`config.mk`:
```
export PLATFORM = sky130hd
export DESIGN_NAME = ycc_rgb_conv
export DESIGN_NICKNAME = d
export VERILOG_FILES = /design/src/rtl/ycc_rgb_pkg.sv /design/src/rtl/ycc_offset_split.sv /design/src/rtl/ycc_signed_product.sv /design/src/rtl/ycc_clamp_sum.sv /design/src/rtl/ycc_rgb_conv.sv
export SDC_FILE = /design/constraint.sdc
export NUM_CORES = 1
export LEC_CHECK = 0
export ABC_AREA = 1
export BUFFER_PORTS_ARGS = -buffer_cell sky130_fd_sc_hd__buf_4
export CELL_PAD_IN_SITES_DETAIL_PLACEMENT = 1
export CELL_PAD_IN_SITES_GLOBAL_PLACEMENT = 2
export CORE_ASPECT_RATIO = 1.25
export CORE_MARGIN = 8
export CORE_UTILIZATION = 37
export CTS_BUF_LIST = sky130_fd_sc_hd__clkbuf_4 sky130_fd_sc_hd__clkbuf_8 sky130_fd_sc_hd__clkbuf_16
export DETAILED_ROUTE_END_ITERATION = 10
export PLACE_DENSITY = 0.91
export SLEW_MARGIN = 5
export SYNTH_ARGS = -nofsm -noshare
export SYNTH_HDL_FRONTEND = slang
export SYNTH_SLANG_ARGS = --single-unit
```
`constraint.sdc`:
```
create_clock -name clk -period 11.2 [get_ports clk]
set_input_delay 0.56 -clock clk [delete_from_list [all_inputs] [get_ports clk]]
set_output_delay 0.56 -clock clk [all_outputs]
set_load 0.01 [all_outputs]
```
`src/rtl/ycc_rgb_pkg.sv`:
```
// Package: shared widths for the YCbCr to RGB converter.
// Assumes 8-bit components and coefficients with nine fractional bits.
package ycc_rgb_pkg;
    localparam int unsigned IN_W   = 8;             // component byte
    localparam int unsigned EXT_W  = IN_W + 2;      // sign + overflow guard
    localparam int unsigned MAG_W  = IN_W + 1;      // magnitude after offset
    localparam int unsigned CFR_W  = 9;             // coefficient fraction bits
    localparam int unsigned FIX_W  = MAG_W + CFR_W; // 9.9 operand width
    localparam int unsigned PROD_W = 2 * FIX_W;     // product magnitude
    localparam int unsigned ACC_W  = PROD_W + 1;    // signed accumulator
    localparam int unsigned FRAC_W = 2 * CFR_W;     // product fraction bits
endpackage

```
`src/rtl/ycc_offset_split.sv`:
```
// Module: removes a fixed offset from one component byte and returns
// the difference as sign plus magnitude.
// Assumes |byte - OFFSET| < 2**MAG_W, true for offsets 16 and 128.
module ycc_offset_split
    import ycc_rgb_pkg::*;
#(
    parameter int unsigned OFFSET = 128
) (
    input  logic [IN_W-1:0]  comp,
    output logic             neg,
    output logic [MAG_W-1:0] mag
);
    logic [EXT_W-1:0] ext;
    logic [EXT_W-1:0] diff;

    // Widen with zero sign/guard bits, subtract, fold to magnitude.
    always_comb begin
        ext  = {2'b00, comp};
        diff = ext - EXT_W'(OFFSET);
        neg  = diff[EXT_W-1];
        mag  = neg ? (~diff[MAG_W-1:0] + MAG_W'(1)) : diff[MAG_W-1:0];
    end
endmodule

```
`src/rtl/ycc_signed_product.sv`:
```
// Module: multiplies a sign/magnitude operand by a constant coefficient
// magnitude and returns a two's-complement term for accumulation.
// Assumes COEF fits FIX_W bits with CFR_W fraction bits; CNEG marks a
// negative coefficient. A zero product always carries a positive sign.
module ycc_signed_product
    import ycc_rgb_pkg::*;
#(
    parameter int unsigned COEF = 596,
    parameter bit          CNEG = 1'b0
) (
    input  logic             op_neg,
    input  logic [MAG_W-1:0] op_mag,
    output logic [ACC_W-1:0] term
);
    logic [FIX_W-1:0]  op_fix;
    logic [PROD_W-1:0] prod;
    logic              p_neg;
    logic [ACC_W-1:0]  ext;

    // Multiply magnitudes, derive the sign, convert to two's complement.
    always_comb begin
        op_fix = {op_mag, {CFR_W{1'b0}}};
        prod   = PROD_W'(op_fix) * PROD_W'(FIX_W'(COEF));
        p_neg  = (op_neg ^ CNEG) & (|prod);
        ext    = {1'b0, prod};
        term   = p_neg ? (~ext + ACC_W'(1)) : ext;
    end
endmodule

```
`src/rtl/ycc_clamp_sum.sv`:
```
// Module: sums N two's-complement terms, takes the integer byte of the
// magnitude and clamps it to 0..255.
// Assumes the true sum fits ACC_W bits, so the addition cannot wrap.
module ycc_clamp_sum
    import ycc_rgb_pkg::*;
#(
    parameter int unsigned N_TERMS = 2
) (
    input  logic [N_TERMS-1:0][ACC_W-1:0] terms,
    output logic [IN_W-1:0]               pix
);
    localparam int unsigned HI_W = ACC_W - 1 - FRAC_W;

    logic [ACC_W-1:0] acc;
    logic             s_neg;
    logic             lo_zero;
    logic [HI_W-1:0]  hi_mag;
    logic             ovf;

    // Accumulate the signed terms.
    always_comb begin
        acc = '0;
        for (int i = 0; i < N_TERMS; i++) begin
            acc = acc + terms[i];
        end
    end

    // Integer part of |acc|: negate only the upper part, carry in when
    // the fraction is zero; then OR in overflow, AND with inverted sign.
    always_comb begin
        s_neg   = acc[ACC_W-1];
        lo_zero = (acc[FRAC_W-1:0] == '0);
        hi_mag  = s_neg ? (~acc[ACC_W-2:FRAC_W] + HI_W'(lo_zero))
                        : acc[ACC_W-2:FRAC_W];
        ovf     = |hi_mag[HI_W-1:IN_W];
        pix     = (hi_mag[IN_W-1:0] | {IN_W{ovf}}) & {IN_W{~s_neg}};
    end
endmodule

```
`src/rtl/ycc_rgb_conv.sv`:
```
// Module: YCbCr to RGB converter top. Captures a triple on in_valid;
// the combinational core drives the outputs, valid one cycle later.
// Assumes a synchronous active-low reset; outputs hold between strobes.
module ycc_rgb_conv
    import ycc_rgb_pkg::*;
#(
    parameter int unsigned Y_OFS   = 16,
    parameter int unsigned C_OFS   = 128,
    parameter int unsigned K_Y     = 596,   // 1.164 * 512
    parameter int unsigned K_R_CR  = 817,   // 1.596 * 512
    parameter int unsigned K_G_CR  = 416,   // 0.813 * 512
    parameter int unsigned K_G_CB  = 200,   // 0.391 * 512
    parameter int unsigned K_B_CB  = 1033   // 2.018 * 512
) (
    input  logic            clk,
    input  logic            rst_n,
    input  logic            in_valid,
    input  logic [IN_W-1:0] in_y,
    input  logic [IN_W-1:0] in_cb,
    input  logic [IN_W-1:0] in_cr,
    output logic            out_valid,
    output logic [IN_W-1:0] out_r,
    output logic [IN_W-1:0] out_g,
    output logic [IN_W-1:0] out_b
);
    logic [IN_W-1:0] y_q, cb_q, cr_q;
    logic            v_q;

    // Capture the triple on a strobe; reset to the neutral black triple.
    always_ff @(posedge clk) begin
        if (!rst_n) begin
            y_q  <= IN_W'(Y_OFS);
            cb_q <= IN_W'(C_OFS);
            cr_q <= IN_W'(C_OFS);
        end else if (in_valid) begin
            y_q  <= in_y;
            cb_q <= in_cb;
            cr_q <= in_cr;
        end
    end

    // Output valid follows the strobe by one cycle.
    always_ff @(posedge clk) begin
        if (!rst_n) v_q <= 1'b0;
        else        v_q <= in_valid;
    end

    logic             y_neg, cb_neg, cr_neg;
    logic [MAG_W-1:0] y_mag, cb_mag, cr_mag;

    ycc_offset_split #(.OFFSET(Y_OFS)) u_off_y (.comp(y_q),  .neg(y_neg),  .mag(y_mag));
    ycc_offset_split #(.OFFSET(C_OFS)) u_off_cb(.comp(cb_q), .neg(cb_neg), .mag(cb_mag));
    ycc_offset_split #(.OFFSET(C_OFS)) u_off_cr(.comp(cr_q), .neg(cr_neg), .mag(cr_mag));

    logic [ACC_W-1:0] t_y, t_r_cr, t_g_cr, t_g_cb, t_b_cb;

    ycc_signed_product #(.COEF(K_Y),    .CNEG(1'b0)) u_p_y   (.op_neg(y_neg),  .op_mag(y_mag),  .term(t_y));
    ycc_signed_product #(.COEF(K_R_CR), .CNEG(1'b0)) u_p_rcr (.op_neg(cr_neg), .op_mag(cr_mag), .term(t_r_cr));
    ycc_signed_product #(.COEF(K_G_CR), .CNEG(1'b1)) u_p_gcr (.op_neg(cr_neg), .op_mag(cr_mag), .term(t_g_cr));
    ycc_signed_product #(.COEF(K_G_CB), .CNEG(1'b1)) u_p_gcb (.op_neg(cb_neg), .op_mag(cb_mag), .term(t_g_cb));
    ycc_signed_product #(.COEF(K_B_CB), .CNEG(1'b0)) u_p_bcb (.op_neg(cb_neg), .op_mag(cb_mag), .term(t_b_cb));

    ycc_clamp_sum #(.N_TERMS(2)) u_sum_r (.terms({t_r_cr, t_y}),         .pix(out_r));
    ycc_clamp_sum #(.N_TERMS(3)) u_sum_g (.terms({t_g_cb, t_g_cr, t_y}), .pix(out_g));
    ycc_clamp_sum #(.N_TERMS(2)) u_sum_b (.terms({t_b_cb, t_y}),         .pix(out_b));

    assign out_valid = v_q;

    // valid follows a sampled strobe.
    p_valid_set_r2: assert property (@(posedge clk) disable iff (!rst_n)
        in_valid |=> out_valid);
    p_valid_clr_r2: assert property (@(posedge clk) disable iff (!rst_n)
        !in_valid |=> !out_valid);
    // no strobe, no change at the outputs.
    p_hold_r8: assert property (@(posedge clk) disable iff (!rst_n)
        !in_valid |=> ($stable(out_r) && $stable(out_g) && $stable(out_b)));
    // neutral chroma gives equal channels.
    p_grey_r9: assert property (@(posedge clk) disable iff (!rst_n)
        (cb_q == 8'd128 && cr_q == 8'd128) |-> (out_r == out_g && out_g == out_b));
    // black luma with red-deficient chroma clamps red to zero.
    p_neg_zero_r7: assert property (@(posedge clk) disable iff (!rst_n)
        (y_q <= 8'd16 && cr_q <= 8'd128) |-> (out_r == 8'd0));
    // bright luma with strong red saturates red.
    p_sat_high_r6: assert property (@(posedge clk) disable iff (!rst_n)
        (y_q >= 8'd235 && cr_q >= 8'd192) |-> (out_r == 8'hFF));
endmodule

```
# Word level (Yosys, flattened, before mapping)
# Index checks and enable logic that the tools add are counted.
# word_totals
register_bits,25
input_bits,27
out_inout_bits,25
wordCells,76
# op_classes
add_sub_neg,18
mul,5
mux,11
bitwise,27
n_reduce_logical,11
# ops
cell,n
$add 37x1->37 const B,5
$mux 37,5
$add 37x37->37,4
$not 28->37,2
$add 18x1->18,3
$logic_not 18->1,3
$mux 18,3
$not 18->18,3
$not 26->37,1
$not 27->37,1
$not 29->37,1
$reduce_or 10->1,3
$add 9x1->9 const B,3
$mux 9,3
$not 9->9,3
$and 8x8->8,3
$or 8x8->8,3
$mul 9x11->20 const B,1
$reduce_or 20->1,1
$mul 9x10->19 const B,1
$reduce_or 19->1,1
$sub 8x8->9 const B,2
$mul 9x8->17 const B,1
$reduce_or 17->1,1
7 further kinds,15

# Depth between registers and ports, before layout
# depth
word_depth,16
depth_mapped,59
ltp_nobuf,59

# Modules after synthesis
# From an unflattened synthesis, not the netlist that was laid out.
# hier_totals
hier_cells,4173
area_unflattened_um2,22900.7
# by_module_without_submodules
mod,instances,cells_per_inst,area_each_um2,seq_area_each_um2
ycc_clamp_sum at u_sum_b ...,2,785,3703.6,0.0
ycc_clamp_sum at u_sum_g,1,805,4504.3,0.0
ycc_signed_product at u_p_rcr,1,378,2386.0,0.0
ycc_signed_product at u_p_y,1,309,1973.1,0.0
ycc_signed_product at u_p_bcb,1,333,1848.0,0.0
ycc_signed_product at u_p_gcb,1,261,1605.3,0.0
ycc_signed_product at u_p_gcr,1,245,1517.7,0.0
ycc_rgb_conv,1,150,1013.5,500.5
ycc_offset_split at u_off_cb ...,2,40,198.9,0.0
ycc_offset_split at u_off_y,1,42,247.7,0.0

# Worst setup path before layout
# Ideal clock, no wire load.
# synth_path
path_type,reg-to-output
from,register y_q[0]
to,output port out_g[0]
arrival_time_ns,8.752
required_ns,10.640
slack_ns,1.888
path_stages_with_launch,52
n_path_buf,1
cell_sequence,dfxtp_1 > inv_1 > ha_1 > inv_1 > o31ai_1 > xor2_1 > ha_1 > ha_1 > inv_1 > fa_1 > fa_1 > inv_1 > ha_1 > nand2_1 > nor3_1 > nor2_1 > o21ai_1 > xor2_1 > (+16 left out) > a31oi_1 > o21ai_0 > nand3_1 > nand2_1 > nand3_1 > nand2_1 > xor2_1 > nand2_1 > nor3b_1 > nand3_1 > nand2_1 > nand2_1 > nand2_1 > o21ai_1 > nor2_1 > nand3_1 > nor2_4 > a21oi_2
# synth_between
elab_chain_cells,16
elab_cells_between_ends,20
classes_between,6 x add/sub; 1 x mul; 3 x mux; 7 x bitwise; 3 x reduce/logical
# synth_rtl
item,line_no,rtl
from (decl),ycc_rgb_conv.sv:26,"logic [IN_W-1:0] y_q, cb_q, cr_q;"
from (signal assigned),ycc_rgb_conv.sv:32,y_q <= IN_W'(Y_OFS);
from (signal assigned),ycc_rgb_conv.sv:36,y_q <= in_y;
$sub 8x5->9 *,ycc_offset_split.sv:19,diff = ext - EXT_W'(OFFSET);
$not 9->9,ycc_offset_split.sv:21,mag = neg ? (~diff[MAG_W-1:0] + MAG_W'(1)) : diff[MAG_W-1:0];
$add 9x1->9,ycc_offset_split.sv:21,
$mux 9,ycc_offset_split.sv:21,
$mul 9x8->17,ycc_signed_product.sv:23,prod = PROD_W'(op_fix) * PROD_W'(FIX_W'(COEF));
$not 28->37 / $reduce_or 17->1 (equally long branches),"ycc_signed_product.sv:26, ycc_signed_product.sv:24",
$add 37x1->37 / $and 1x1->1 (equally long branches),"ycc_signed_product.sv:26, ycc_signed_product.sv:24",
$mux 37 *,ycc_signed_product.sv:26,term = p_neg ? (~ext + ACC_W'(1)) : ext;
$add 37x37->37 * (2 in a row),ycc_clamp_sum.sv:24,acc = acc + terms[i];
$logic_not 18->1 / $not 18->18 (equally long branches),"ycc_clamp_sum.sv:32, ycc_clamp_sum.sv:33",
$add 18x1->18,ycc_clamp_sum.sv:33,hi_mag = s_neg ? (~acc[ACC_W-2:FRAC_W] + HI_W'(lo_zero))
$mux 18,ycc_clamp_sum.sv:33,
$reduce_or 10->1,ycc_clamp_sum.sv:35,ovf = |hi_mag[HI_W-1:IN_W];
$or 8x8->8,ycc_clamp_sum.sv:36,pix = (hi_mag[IN_W-1:0] | {IN_W{ovf}}) & {IN_W{~s_neg}};
$and 8x8->8 *,ycc_clamp_sum.sv:36,
to (decl),ycc_rgb_conv.sv:23,"output logic [IN_W-1:0] out_g,"
# Every way passes the cells marked *; elsewhere a longest branch is shown, timed or not.

# Worst setup path in the final report
# Ends and elaborated chain as after synthesis.

==> flow_metrics.tcl <==
set metrics [dict create \
    outcome "finished, final reports clean" \
    cp_max_fo 16 \
    drive_gt1_share_pct 10.55 \
    critPathArrivalTime_ns 10.11 \
    n_antenna_cell 0 \
    wire_per_inst_um 16.46 \
    antenna_found_initial 1 \
    io_buffers 51 \
    cts_htree_levels 1 \
    min-delay-path-class "register to register" \
    grt_pass1_wl_um 75510 \
    seq_area_frac_synth_pct 3.475 \
    tns_ns 0 \
    synth_edf_count 0 \
    critPathBufInv 13 \
    drc 0 \
    cp_common_cell "inv_1" \
    cp-start-kind "register" \
    synthTopCellsByArea "ha_1 (21%), nand2_1 (12%), inv_1 (11%)" \
    grt_usage_pct 20.13 \
    synth_warnings 0 \
    synthArstFlopShare_pct 0 \
    vias_per_cell 5.182 \
    grtUsageMet3_pct 2.208 \
    gp_congestion 0.9433 \
    nNetsFinal 2644 \
    synth_seq_cells 25 \
    crit_type "register to output pin" \
    die_w_um 192.5 \
    start_util_pct 37.10 \
    grt_max_degree 28 \
    cpPeakStageDelay_ns 0.55 \
    synth_top_area_cell "ha_1" \
    fp.coreArea_mm2 0.03882 \
    grt_overflow 0 \
    slew_headroom_pct 38.88 \
    io_pins 52 \
    rows 81 \
    dieArea_mm2 0.04553 \
    netlist_area_mm2 0.01440 \
    root_buffer "clkbuf_16" \
    grtUsageMet2_pct 36.92 \
    drt_first_pass_iters 5 \
    postLayoutCellArea_mm2 0.01580 \
    die_h_um 236.6 \
    cts.sinks 25 \
    met1_usage_pct 22.74 \
    synthCells 2232 \
    clockBufferDepth 2 \
    required_ns 10.64 \
    skew_ns 0 \
    synthDistinctLibCells 67 \
    holdWs_ns 0.4911 \
    dp_hpwl_um 41510 \
    drv_cap 0 \
    cts_buffers 3 \
    postPlaceCellArea_mm2 0.01551 \
    busiest_layer "met2" \
    slew_viol_final 0 \
    avgSynthCellArea_um2 6.452 \
    critical-path-top-delay-family "adder cells" \
    finalHoldViolCount 0 \
    post-route-util_pct 40.71 \
    routed_wl_um 46260 \
    grt_pass1_vias 15624 \
    clk_pin_slew_ns 0.09 \
    drt.antenna.violating_nets 0 \
    syn_to_final_growth_pct 9.714 \
    cp-end-kind "output pin" \
    drt_iter0_drc 486 \
    worst_pin_slew_ns 0.9073 \
    fill_cells 5175 \
    final.period_utilization_pct 95.24 \
    clk-insertion-delay-late_ns 0.28 \
    via_count 14561 \
    critPathSlowestCell "fa_1" \
    min_period_ns 10.67 \
    fmax_ghz 0.09375 \
    synth_flop_cell "dfxtp_1" \
    synth_top_area_share_pct 21.37 \
    cts_tree "built" \
    setup_violations 0 \
]
## final cells by class
cell class / instances / area [um2] / share of cell area, %
clock buffer: 3 / 75.07 / 0.4751
sequential: 25 / 501.7 / 3.175
inverter: 434 / 1634 / 10.34
multi-input combinational: 1769 / 12340 / 78.13
clock inverter: 1 / 8.758 / 0.05543
timing repair buffer: 80 / 613.1 / 3.880
tap: 498 / 623.1 / 3.944
## sequential cells by signal (all words and copies together) (netlist names)
signal	flops
cr_q	8
out_valid	1
cb_q	8
y_q	8
## path summary, 6_finish.rpt
kind	from	end	slack [ns]	cells past startpoint
min	y_q[6]	y_q[6]	0.49	2
min reg2reg	y_q[6]	y_q[6]	0.49	2
max reg2reg	cr_q[7]	cr_q[7]	9.83	3
max	y_q[0]	out_g[0]	0.53	51
## routing by layer
layer	wire length, um	share of wire [%]
met5	0	0
met4	2476	5.4
met1	19290	42
met2	23230	50
met3	1268	2.7
## tightest hold or removal path, cell delays in order, from the launching register on
cell and delay (ns):
dfxtp_1 0.31, inv_2 0.08, a21oi_1 0.06
## what timing repair did
item | CTS | global route
resized for setup | 0 | 25
setup endpoints to repair | 0 | 24
hold buffers | 0 | 0
buffers inserted | 0 | 8
hold endpoints to repair | 0 | 0
## cells by family (layout without fill, tap and decap cells)
group | after synthesis | after routing | share of synthesized area (%)
xor gates and xnor gates | 174 | 174 | 10.97
buffers and inverters | 450 | 518 | 12.03
other | 2 | 14 | 0.05215
AOI/OAI and AO/OA | 319 | 319 | 13.01
and+or+nand+nor | 958 | 958 | 31.03
adders and majority gates | 304 | 304 | 29.44
DFF | 25 | 25 | 3.475
## cells in the mapped netlist (7+ instances only)
library cell  count
nor2_1          177
o21a_1           14
o21ai_0          83
nand2_4           9
a21oi_2          16
nor4_1           12
ha_1            246
inv_1           417
nand3_2          16
fa_1             58
o21bai_1         12
o21ai_1          16
xnor2_1          42
nand4_1          26
nor2_2           12
xor2_1          126
nand3_1         124
nor3_1           31
a21oi_1         135
nand3b_1         17
nand2_2          29
clkbuf_1          9
or2_2             8
dfxtp_1          25
inv_2            12
a31oi_1           9
nand2_1         466
nor2_4            7
## cell usage in the layout, fill, tap and decap left out, drive strengths merged, types with 9 or more instances in the layout
cell type | netlist | layout
dfxtp | 25 | 25
nor2 | 198 | 198
a31oi | 9 | 9
xor2 | 132 | 132
buf | 7 | 80
nor3 | 35 | 35
nand3 | 141 | 141
o21ai | 103 | 103
fa | 58 | 58
nand4 | 28 | 28
o21a | 14 | 14
conb | 2 | 14
or2 | 10 | 10
nor4 | 14 | 14
nand3b | 18 | 18
o21bai | 12 | 12
a21oi | 153 | 153
xnor2 | 42 | 42
nand2 | 504 | 504
inv | 431 | 432
ha | 246 | 246
## through the flow
| stage | cells | worst slack (ns) |
|---|---|---|
| floorplan | 2244 | 1.888 |
| global placement | 2798 | 0.8816 |
| detailed placement | 2798 | 0.3847 |
| CTS | 2802 | 0.03612 |
| global route | 2810 | -0.1479 |
| finish | 2810 | 0.5336 |
Power is left out: the tool's default activity adds up to more than one toggle a clock period on the data nets, which glitch-free logic cannot reach.
